$ cat config.mk
export PLATFORM = sky130hd
export DESIGN_NAME = irq_prio_sel
export DESIGN_NICKNAME = d
export VERILOG_FILES = /design/src/rtl/ips_pkg.sv /design/src/rtl/ips_scan.sv /design/src/rtl/ips_src_state.sv /design/src/rtl/ips_cpu_ctx.sv /design/src/rtl/irq_prio_sel.sv
export SDC_FILE = /design/constraint.sdc
export NUM_CORES = 2
export LEC_CHECK = 0
export BUFFER_PORTS_ARGS = -buffer_cell sky130_fd_sc_hd__buf_2
export CAP_MARGIN = 20
export CORE_UTILIZATION = 36
export CTS_CLUSTER_SIZE = 10
export DETAILED_ROUTE_END_ITERATION = 7
export PLACE_DENSITY = 0.59
export REMOVE_ABC_BUFFERS = 1
export SYNTH_ARGS = -nofsm -noshare
export SYNTH_HDL_FRONTEND = slang
export SYNTH_SLANG_ARGS = --single-unit
$ cat constraint.sdc
create_clock -name clk -period 330.7 [get_ports clk]
set_input_delay 66.14 -clock clk [delete_from_list [all_inputs] [get_ports clk]]
set_output_delay 66.14 -clock clk [all_outputs]
set_load 0.03 [all_outputs]
$ cat src/rtl/ips_pkg.sv
package ips_pkg;
  localparam int ID_W   = 10;
  localparam int PRIO_W = 8;
  localparam int EOI_W  = 32;
  localparam logic [ID_W-1:0]   SPURIOUS_ID = 10'd1023;
  localparam logic [PRIO_W-1:0] IDLE_PRIO   = 8'hFF;
endpackage

$ cat src/rtl/ips_scan.sv
module ips_scan
  import ips_pkg::*;
#(
  parameter int NUM_SRC = 64
) (
  input  logic [NUM_SRC-1:0]        cand,
  input  logic [NUM_SRC*PRIO_W-1:0] prio,
  output logic                      found,
  output logic [ID_W-1:0]           best_id,
  output logic [PRIO_W-1:0]         best_prio
);
  logic [PRIO_W:0] bp;

  // Linear scan, strict less-than keeps the lowest ID on a tie.
  always_comb begin
    bp      = {1'b1, {PRIO_W{1'b0}}};
    best_id = SPURIOUS_ID;
    for (int i = 0; i < NUM_SRC; i++) begin
      if (cand[i] && ({1'b0, prio[i*PRIO_W +: PRIO_W]} < bp)) begin
        bp      = {1'b0, prio[i*PRIO_W +: PRIO_W]};
        best_id = ID_W'(i);
      end
    end
    found     = !bp[PRIO_W];
    best_prio = found ? bp[PRIO_W-1:0] : IDLE_PRIO;
  end
endmodule

$ cat src/rtl/ips_src_state.sv
module ips_src_state #(
  parameter int NUM_SRC = 64
) (
  input  logic               clk,
  input  logic               rst,
  input  logic [NUM_SRC-1:0] line,
  input  logic [NUM_SRC-1:0] edge_cfg,
  input  logic [NUM_SRC-1:0] clr_pend,
  input  logic [NUM_SRC-1:0] set_act,
  input  logic [NUM_SRC-1:0] clr_act,
  output logic [NUM_SRC-1:0] pend,
  output logic [NUM_SRC-1:0] act
);
  logic [NUM_SRC-1:0] prev;
  logic [NUM_SRC-1:0] raise;

  for (genvar i = 0; i < NUM_SRC; i++) begin : g_src
    assign raise[i] = edge_cfg[i] ? (line[i] & ~prev[i]) : (line[i] & ~act[i]);

    always_ff @(posedge clk) begin
      if (rst) begin
        prev[i] <= 1'b0;
        pend[i] <= 1'b0;
        act[i]  <= 1'b0;
      end else begin
        prev[i] <= line[i];
        pend[i] <= clr_pend[i] ? 1'b0 : (pend[i] | raise[i]);
        act[i]  <= set_act[i] | (act[i] & ~clr_act[i]);
      end
    end

    // a granted source is no longer pending afterwards
    p_ack_clears_pend_r7: assert property (@(posedge clk) disable iff (rst)
      clr_pend[i] |=> !pend[i]);

    // an active level source that is not pending stays quiet
    p_level_quiet_r11: assert property (@(posedge clk) disable iff (rst)
      (act[i] && !edge_cfg[i] && !pend[i] && !set_act[i] && !clr_act[i]) |=> !pend[i]);
  end
endmodule

$ cat src/rtl/ips_cpu_ctx.sv
module ips_cpu_ctx
  import ips_pkg::*;
#(
  parameter int NUM_SRC = 64
) (
  input  logic            clk,
  input  logic            rst,
  input  logic            grant,
  input  logic [ID_W-1:0] grant_id,
  input  logic            eoi_valid,
  input  logic [ID_W-1:0] eoi_id,
  output logic [ID_W-1:0] run_id,
  output logic            eoi_ok
);
  localparam int AW = (NUM_SRC > 1) ? $clog2(NUM_SRC) : 1;

  logic [ID_W-1:0] link [NUM_SRC];
  logic [ID_W-1:0] link_rd;
  logic [ID_W-1:0] run_q;

  assign link_rd = link[eoi_id[AW-1:0]];
  assign eoi_ok  = eoi_valid && !grant && (run_q != SPURIOUS_ID) && (eoi_id == run_q);
  assign run_id  = run_q;

  // Predecessor links: plain write port, no reset, RAM-inferable.
  always_ff @(posedge clk) begin
    if (grant) link[grant_id[AW-1:0]] <= run_q;
  end

  always_ff @(posedge clk) begin
    if (rst)         run_q <= SPURIOUS_ID;
    else if (grant)  run_q <= grant_id;
    else if (eoi_ok) run_q <= link_rd;
  end

  // a matching end-of-interrupt restores the stored predecessor
  p_eoi_restores_r9: assert property (@(posedge clk) disable iff (rst)
    eoi_ok |=> (run_q == $past(link_rd)));

  // a non-matching end-of-interrupt leaves the running ID alone
  p_eoi_ignored_r10: assert property (@(posedge clk) disable iff (rst)
    (eoi_valid && !grant && (eoi_id != run_q)) |=> $stable(run_q));
endmodule

$ cat src/rtl/irq_prio_sel.sv
module irq_prio_sel
  import ips_pkg::*;
#(
  parameter int NUM_SRC  = 64,
  parameter int NUM_CPU  = 2,
  parameter int NUM_PRIV = 32
) (
  input  logic                        clk,
  input  logic                        rst,
  input  logic [NUM_SRC-1:0]          src_line,
  input  logic [NUM_SRC-1:0]          src_edge,
  input  logic [NUM_SRC-1:0]          src_en,
  input  logic [NUM_SRC*PRIO_W-1:0]   src_prio,
  input  logic [NUM_SRC*NUM_CPU-1:0]  src_tgt,
  input  logic [NUM_CPU-1:0]          ack_req,
  input  logic [NUM_CPU-1:0]          eoi_valid,
  input  logic [NUM_CPU*EOI_W-1:0]    eoi_data,
  output logic [NUM_CPU*ID_W-1:0]     win_id,
  output logic [NUM_CPU*PRIO_W-1:0]   win_prio,
  output logic [NUM_CPU-1:0]          irq_o,
  output logic [NUM_CPU*ID_W-1:0]     ack_id,
  output logic [NUM_CPU*ID_W-1:0]     run_id
);
  logic [NUM_SRC-1:0] pend, act;
  logic [NUM_SRC-1:0] clr_pend, set_act, clr_act;
  logic [NUM_SRC-1:0] cand [NUM_CPU];
  logic               found [NUM_CPU];
  logic [ID_W-1:0]    best_id [NUM_CPU];
  logic [PRIO_W-1:0]  best_prio [NUM_CPU];
  logic [NUM_CPU-1:0] grant;
  logic [NUM_CPU-1:0] eoi_ok;
  logic [ID_W-1:0]    eoi_id [NUM_CPU];
  logic [NUM_CPU-1:0] gvec [NUM_SRC];
  logic               unused_eoi_hi;

  // Candidate masks: enabled, pending, and private or targeted.
  always_comb begin
    for (int c = 0; c < NUM_CPU; c++) begin
      for (int i = 0; i < NUM_SRC; i++) begin
        cand[c][i] = src_en[i] & pend[i] & ((i < NUM_PRIV) || src_tgt[i*NUM_CPU + c]);
      end
    end
  end

  // Same-source acknowledge conflicts resolve to the lowest CPU.
  always_comb begin
    for (int c = 0; c < NUM_CPU; c++) begin
      grant[c] = ack_req[c] & found[c];
      for (int d = 0; d < NUM_CPU; d++) begin
        if ((d < c) && grant[d] && (best_id[d] == best_id[c])) grant[c] = 1'b0;
      end
    end
  end

  always_comb begin
    unused_eoi_hi = 1'b0;
    for (int c = 0; c < NUM_CPU; c++) begin
      eoi_id[c]     = eoi_data[c*EOI_W +: ID_W];
      unused_eoi_hi = unused_eoi_hi ^ (^eoi_data[c*EOI_W+ID_W +: EOI_W-ID_W]);
    end
  end

  always_comb begin
    for (int i = 0; i < NUM_SRC; i++) begin
      clr_act[i] = 1'b0;
      for (int c = 0; c < NUM_CPU; c++) begin
        gvec[i][c] = grant[c] && (best_id[c] == ID_W'(i));
        if (eoi_ok[c] && (eoi_id[c] == ID_W'(i))) clr_act[i] = 1'b1;
      end
      clr_pend[i] = |gvec[i];
      set_act[i]  = |gvec[i];
    end
  end

  ips_src_state #(.NUM_SRC(NUM_SRC)) u_state (
    .clk(clk), .rst(rst), .line(src_line), .edge_cfg(src_edge),
    .clr_pend(clr_pend), .set_act(set_act), .clr_act(clr_act),
    .pend(pend), .act(act)
  );

  for (genvar c = 0; c < NUM_CPU; c++) begin : g_cpu
    logic [ID_W-1:0]   win_q, ack_q, run_w;
    logic [PRIO_W-1:0] prio_q;
    logic              irq_q;

    ips_scan #(.NUM_SRC(NUM_SRC)) u_scan (
      .cand(cand[c]), .prio(src_prio),
      .found(found[c]), .best_id(best_id[c]), .best_prio(best_prio[c])
    );

    ips_cpu_ctx #(.NUM_SRC(NUM_SRC)) u_ctx (
      .clk(clk), .rst(rst), .grant(grant[c]), .grant_id(best_id[c]),
      .eoi_valid(eoi_valid[c]), .eoi_id(eoi_id[c]),
      .run_id(run_w), .eoi_ok(eoi_ok[c])
    );

    always_ff @(posedge clk) begin
      if (rst) begin
        win_q  <= SPURIOUS_ID;
        prio_q <= IDLE_PRIO;
        irq_q  <= 1'b0;
        ack_q  <= SPURIOUS_ID;
      end else begin
        win_q  <= best_id[c];
        prio_q <= best_prio[c];
        irq_q  <= found[c];
        ack_q  <= grant[c] ? best_id[c] : SPURIOUS_ID;
      end
    end

    assign win_id[c*ID_W +: ID_W]       = win_q;
    assign win_prio[c*PRIO_W +: PRIO_W] = prio_q;
    assign irq_o[c]                     = irq_q;
    assign ack_id[c*ID_W +: ID_W]       = ack_q;
    assign run_id[c*ID_W +: ID_W]       = run_w;

    // request flag agrees with the registered winner
    p_irq_flag_r5: assert property (@(posedge clk) disable iff (rst)
      irq_q == (win_q != SPURIOUS_ID));

    // acknowledge with nothing to take returns the spurious ID
    p_ack_empty_r7: assert property (@(posedge clk) disable iff (rst)
      (ack_req[c] && !found[c]) |=> (ack_q == SPURIOUS_ID));
  end

  for (genvar i = 0; i < NUM_SRC; i++) begin : g_once
    // a source is handed to at most one CPU per cycle
    p_grant_once_r8: assert property (@(posedge clk) disable iff (rst)
      $onehot0(gvec[i]));
  end
endmodule

# [Yosys cells after proc, flatten, opt, wreduce, memory -nomap -nowiden]
# Memory sizes are Yosys's and may differ from the RTL's.
# Index checks and enable logic that the tools add are counted.
[word_totals] register_bits=270 ramBits=1280 output_inout_bits=78 elab_cells=2092 memories=2
[memory_table] memory="g_cpu[0].u_ctx.link" words=64 word_bits=10 rd=1 rd_clocked_by_memory_dff=0 write_ports=1 line_no="ips_cpu_ctx.sv:17" source="logic [ID_W-1:0] link [NUM_SRC];"
[memory_table] memory="g_cpu[1].u_ctx.link" words=64 word_bits=10 rd=1 rd_clocked_by_memory_dff=0 write_ports=1 line_no="ips_cpu_ctx.sv:17"
[classes] n_lt_le_gt_ge=94 n_eq_ne=257 mux=393 n_bitwise=644 reduce_logical=500
[op_table] cell="$eq 10x6->1 const B" count=128
[op_table] cell="$mux 10" count=100
[op_table] cell="$mux 9" count=96
[op_table] cell="$lt 8x9->1" count=94
[op_table] cell="$eq 10x5->1 const B" count=64
[op_table] cell="$logic_and 1x1->1" count=358
[op_table] cell="$and 1x1->1" count=322
[op_table] cell="$eq 10x4->1 const B" count=32
[op_table] cell="$mux 1" count=197
[op_table] cell="$not 1->1" count=194
[op_table] cell="$reduce_or 3->1" count=64
[op_table] cell="$eq 10x3->1 const B" count=16
[op_table] cell="$reduce_or 2->1" count=68
[op_table] cell="$or 1x1->1" count=128
[op_table] cell="$eq 10x2->1 const B" count=8
[op_table] cell="$eq 10x1->1 const B" count=4
[op_table] cell="$logic_not 10->1" count=4
[op_table] cell="$eq 10x10->1" count=3
[op_table] cell="$ne 10x10->1 const B" count=2
[op_table] cell="$logic_not 1->1" count=4
[op_table] cell="$reduce_bool 2->1" count=2

# [Logic depth before layout (Yosys ltp)]
[depth] depth_word=204 depth_mapped=713 depth_no_buf=652

# [Modules after synthesis]
# Synthesis repeated with hierarchy kept, for this count alone.
[hier_totals] cells_unflattened=10323 hier_area_um2=107963.5
[by_module_without_submodules] mod="ips_cpu_ctx (g_cpu[1].u_ctx)" n_inst=1 cells_per_inst=1175 area_each_um2=25669.6
[by_module_without_submodules] mod="ips_cpu_ctx (g_cpu[0].u_ctx)" n_inst=1 cells_per_inst=1241 area_each_um2=25573.3
[by_module_without_submodules] mod="ips_scan (g_cpu[1].u_scan)" n_inst=1 cells_per_inst=3385 area_each_um2=22771.8
[by_module_without_submodules] mod="ips_scan (g_cpu[0].u_scan)" n_inst=1 cells_per_inst=3267 area_each_um2=22628.0
[by_module_without_submodules] mod="ips_src_state" n_inst=1 cells_per_inst=732 area_each_um2=7263.2
[by_module_without_submodules] mod="irq_prio_sel" n_inst=1 cells_per_inst=523 area_each_um2=4057.6

# [Least setup slack after synthesis]
# OpenSTA, ideal clock, no wires.
[synth_path] path_kind="input port to flip-flop" from="input src_en[0]" to="memory g_cpu[1].u_ctx.link[13][0] (enable)" setup_time_ns=0.404 arrival_ns=187.583 required_time_ns=330.296 setup_slack_ns=142.714 path_stages=678 cell_sequence="and2_1 > clkbuf_1 > nand2_1 > ha_1 > a211oi_2 > o311ai_2 > a211oi_2 > buf_4 > nand2_1 > o21ai_0 > inv_1 > ha_1 > and4_1 > nand3_1 > mux2i_1 > o31a_1 > nand2b_4 > buf_2 > [... 642 more ...] > buf_6 > clkbuf_1 > nand2_1 > o21ai_0 > ha_1 > a21o_1 > a21o_1 > a21oi_1 > o21ai_0 > nor3_1 > a31oi_1 > o41ai_4 > nor3_1 > o21ai_0 > and4b_4 > nand4_4 > nand2_4 > nor4_1"
[synth_between] elab_chain_cells=197 word_cells_on_any_way=391
[synth_rtl] item="from (decl)" line_no="irq_prio_sel.sv:12" source="input logic [NUM_SRC-1:0] src_en,"
[synth_rtl] item="$and 1x1->1 (*)" line_no="irq_prio_sel.sv:40" source="cand[c][i] = src_en[i] & pend[i] & ((i < NUM_PRIV) || src_tgt[i*NUM_CPU + c]);"
[synth_rtl] item="parallel branches: the longest is 196 deep, another holds $lt 8x9->1"
[synth_rtl] item="to (decl)" line_no="ips_cpu_ctx.sv:17"
# Every way passes the cells marked *.

# [Worst setup path in the final report]
[layout_path] from="input src_en[0]" to="memory g_cpu[1].u_ctx.link[45][3] (enable)"
# Same word-level chain as after synthesis.

==> metrics.txt <==
antenna violations before repair=218; Die Area=269000 sq um; fillers=25.16k; Worst Path Required=331.08 ns; setup bufs post-CTS=0; die height=518.7 microns; Slew Viols, Final=0; die width=518.7 microns; RSZ-0062 raised after global routing=no; CTS Buffer Depth=3; CP max stage cell=nor2_1; Synth area leader=edfxtp_1; CTS tree=yes; worst-skew pair later-pin latency=0.84 ns; Synth Flop Type=edfxtp_1; Synth Area in XOR/XNOR=0.1640%; crit-path most repeated cell=a21o_1; Final min period=210.96 ns; # resized after CTS=0; worst rel slew slack=20.67%; asr flop ratio synth=0%; H-tree lvl count=4; post-synthesis compound-gate area fraction=16.53%; Mapped Cells=8201; worst-margin pin slew=1.189 ns; mux cell area share after synthesis=13.72%; endpoint class of the critical path=flip-flop; Total Nets Final=10.53k; Port-buffer cells=871; top cells by area, synth=edfxtp_1 40%, mux4_2 9.8%, ha_1 7.4%; Hold Crit Class=flip-flop to flip-flop; Crit Path Category=input pin to flip-flop; adder-cell share of the synthesized area=7.546%; Overflow after GRT=0; DRT Pass-1 Iters=8; simple-gate share of the synthesized area=12.45%; max incr delay on CP=0.96 ns; Core Rows=189; clock sinks=1538; final WL=376.8 mm; Distinct cells, synth=193; Initial Util=36.22%; Worst setup SP type=input pin; Post-DP HPWL=292.8 mm; status=finished with violations; first-pass GRT wire length=531.5 mm; DR DRC count=113; Synth Register Bits=1538; layout cell share with drive strength beyond 1=25.21%; initial DRC count=7298; Top Ports=980; final hold viol count=0; final setup vio count=0; largest net degree at the start of global routing=102; Final TNS setup=0 ns; CP arrival=211.34 ns; drt wl/cell=29.29 microns; CTS Buf Count=177; fmax=4.740 MHz; yosys warns=0; Crit path buffers/inverters=38; EDFF count, synth=1280; max-cap violations=0; Final ANT Viol Nets=0; post-synth top area share=40.00%; failing checks=DRC; Crit Path Max Fanout=48; vias in the first global route=73.52k; sequential area share after synthesis=45.37%; Avg Cell Area, Syn=11.72 sq um; root buffer cell=clkbuf_16; critical path's top delay family=compound AO/OA/AOI/OAI gates; Total GRT Usage=27.16%; Netlist Area Pre-Place=96100 sq um; cts hold-fix bufs=0; CTS clk-pin slew, worst paths=0.06 ns; core area=265300 sq um; skew final=0.1029 ns; Area Overhead vs Synth=14.06%; routability-driven placement congestion ratio=0.9720; vias per std cell=5.951; total number of vias=76.55k; Final Cycle Share=63.79%; largest family of logic cells by synthesized area=compound AO/OA/AOI/OAI gates
-- through the flow --
stage | utilization (%) | cells | instance area, sq um | hold WS [ns] | setup slack (ns)
CTS | 41.13 | 12720 | 109100 | 0.5012 | 120.33
global route | 41.25 | 12800 | 109500 | 0.5257 | 108.38
detailed placement | 39.08 | 12400 | 103700 | 0.4933 | 120.07
finish | 41.31 | 12860 | 109600 | 0.4968 | 119.74
floorplan | - | 7860 | 93580 | 0.4689 | 145.07
global placement | 39.05 | 12390 | 103600 | 0.4826 | 121.53
-- logic make-up (layout without fill, tap and decap cells) --
logic type,count (synthesis),after routing
buffers and inverters,747,1745
and+or+nand+nor,2307,2307
muxes,770,770
xor gates and xnor gates,18,18
AOI/OAI and AO/OA,2239,2239
DFF,1538,1538
adders and majority gates,582,582
other,0,131
-- tightest hold or removal path: cells and delay by family (launching register included) --
family	cells	cell delay (ns)
compound gates	2	0.13
flops	1	0.31
-- sequential cells by signal, summed over array words and instances, names as in the netlist --
signal and flops:
g_cpu.u_ctx.run_id 20, u_state.pend 64, g_cpu.win_q 14, g_cpu.u_ctx.link 1280, g_cpu.prio_q 16, g_cpu.ack_q 14, u_state.act 64, u_state.prev 64
g_cpu.irq_q 2
-- metal layers --
layer / wire [microns] / GRT usage [%] / vias to the layer above
met5: 374 / 0 / -
met4: 18130 / 11.81 / 60
met3: 30300 / 5.845 / 785
met2: 174200 / 43.75 / 3487
met1: 153800 / 35.10 / 38240
li1: - / - / 33980
-- placed cells by master (no fill, tap or decap), types with 96 or more instances in the layout --
cell type	synthesis	final
edfxtp_1	1280	1280
clkbuf_1	141	115
nor2_1	550	529
inv_1	401	401
diode_2	0	131
a21o_1	199	199
o211ai_1	135	135
mux4_2	418	418
buf_4	29	137
ha_1	569	569
buf_2	12	863
o21ai_0	420	419
nand3_1	146	146
mux2i_1	258	258
a21oi_1	493	491
nand2_1	711	711
dfxtp_1	258	238
nand4_1	112	112
clkbuf_16	0	178
nor2b_1	96	96
a31oi_1	125	124
-- worst paths after layout --
check	startpoint	to	slack, ns	depth (start not counted)
setup / recovery	src_en[0]	g_cpu[1].u_ctx.link[45][3]$_DFFE_PP_	119.74	625
hold / removal	u_state.act[35]$_SDFF_PP0_	u_state.act[35]$_SDFF_PP0_	0.50	2
setup reg to reg	u_state.pend[0]$_SDFF_PP0_	g_cpu[1].u_ctx.link[45][3]$_DFFE_PP_	184.51	624
hold reg to reg	u_state.act[35]$_SDFF_PP0_	u_state.act[35]$_SDFF_PP0_	0.50	2
-- synth_stat cells, types with 28 or more instances --
library cell,n
edfxtp_1,1280
nand2_1,711
ha_1,569
nor2_1,550
a21oi_1,493
o21ai_0,420
mux4_2,418
inv_1,401
dfxtp_1,258
mux2i_1,258
a21o_1,199
nand3_1,146
clkbuf_1,141
o211ai_1,135
a31oi_1,125
nand4_1,112
nor3_1,99
nor2b_1,96
nor4_1,86
o22ai_1,75
mux2_2,66
a211oi_1,64
o21a_1,59
clkbuf_8,48
nor3b_2,48
or2_2,47
and2_1,43
buf_1,41
o21ai_1,41
and3_1,37
nand2b_1,37
buf_6,35
o31ai_1,35
buf_4,29
a211o_1,28
o2111ai_1,28
-- final cells by class --
type                            count  area, sq um  area share, %
Multi-Input combinational cell   5916        48640          44.37
Sequential cell                  1538        43630          39.80
Timing Repair Buffer             1020         5604          5.113
Clock buffer                      296         4927          4.495
Tap cell                         3533         4420          4.033
Inverter                          406         1540          1.405
Clock inverter                     23        529.3         0.4828
Antenna cell                      131        327.8         0.2991
Power is not shown: default switching activity piles up to over one toggle a cycle in this logic, so the estimate is an artifact.
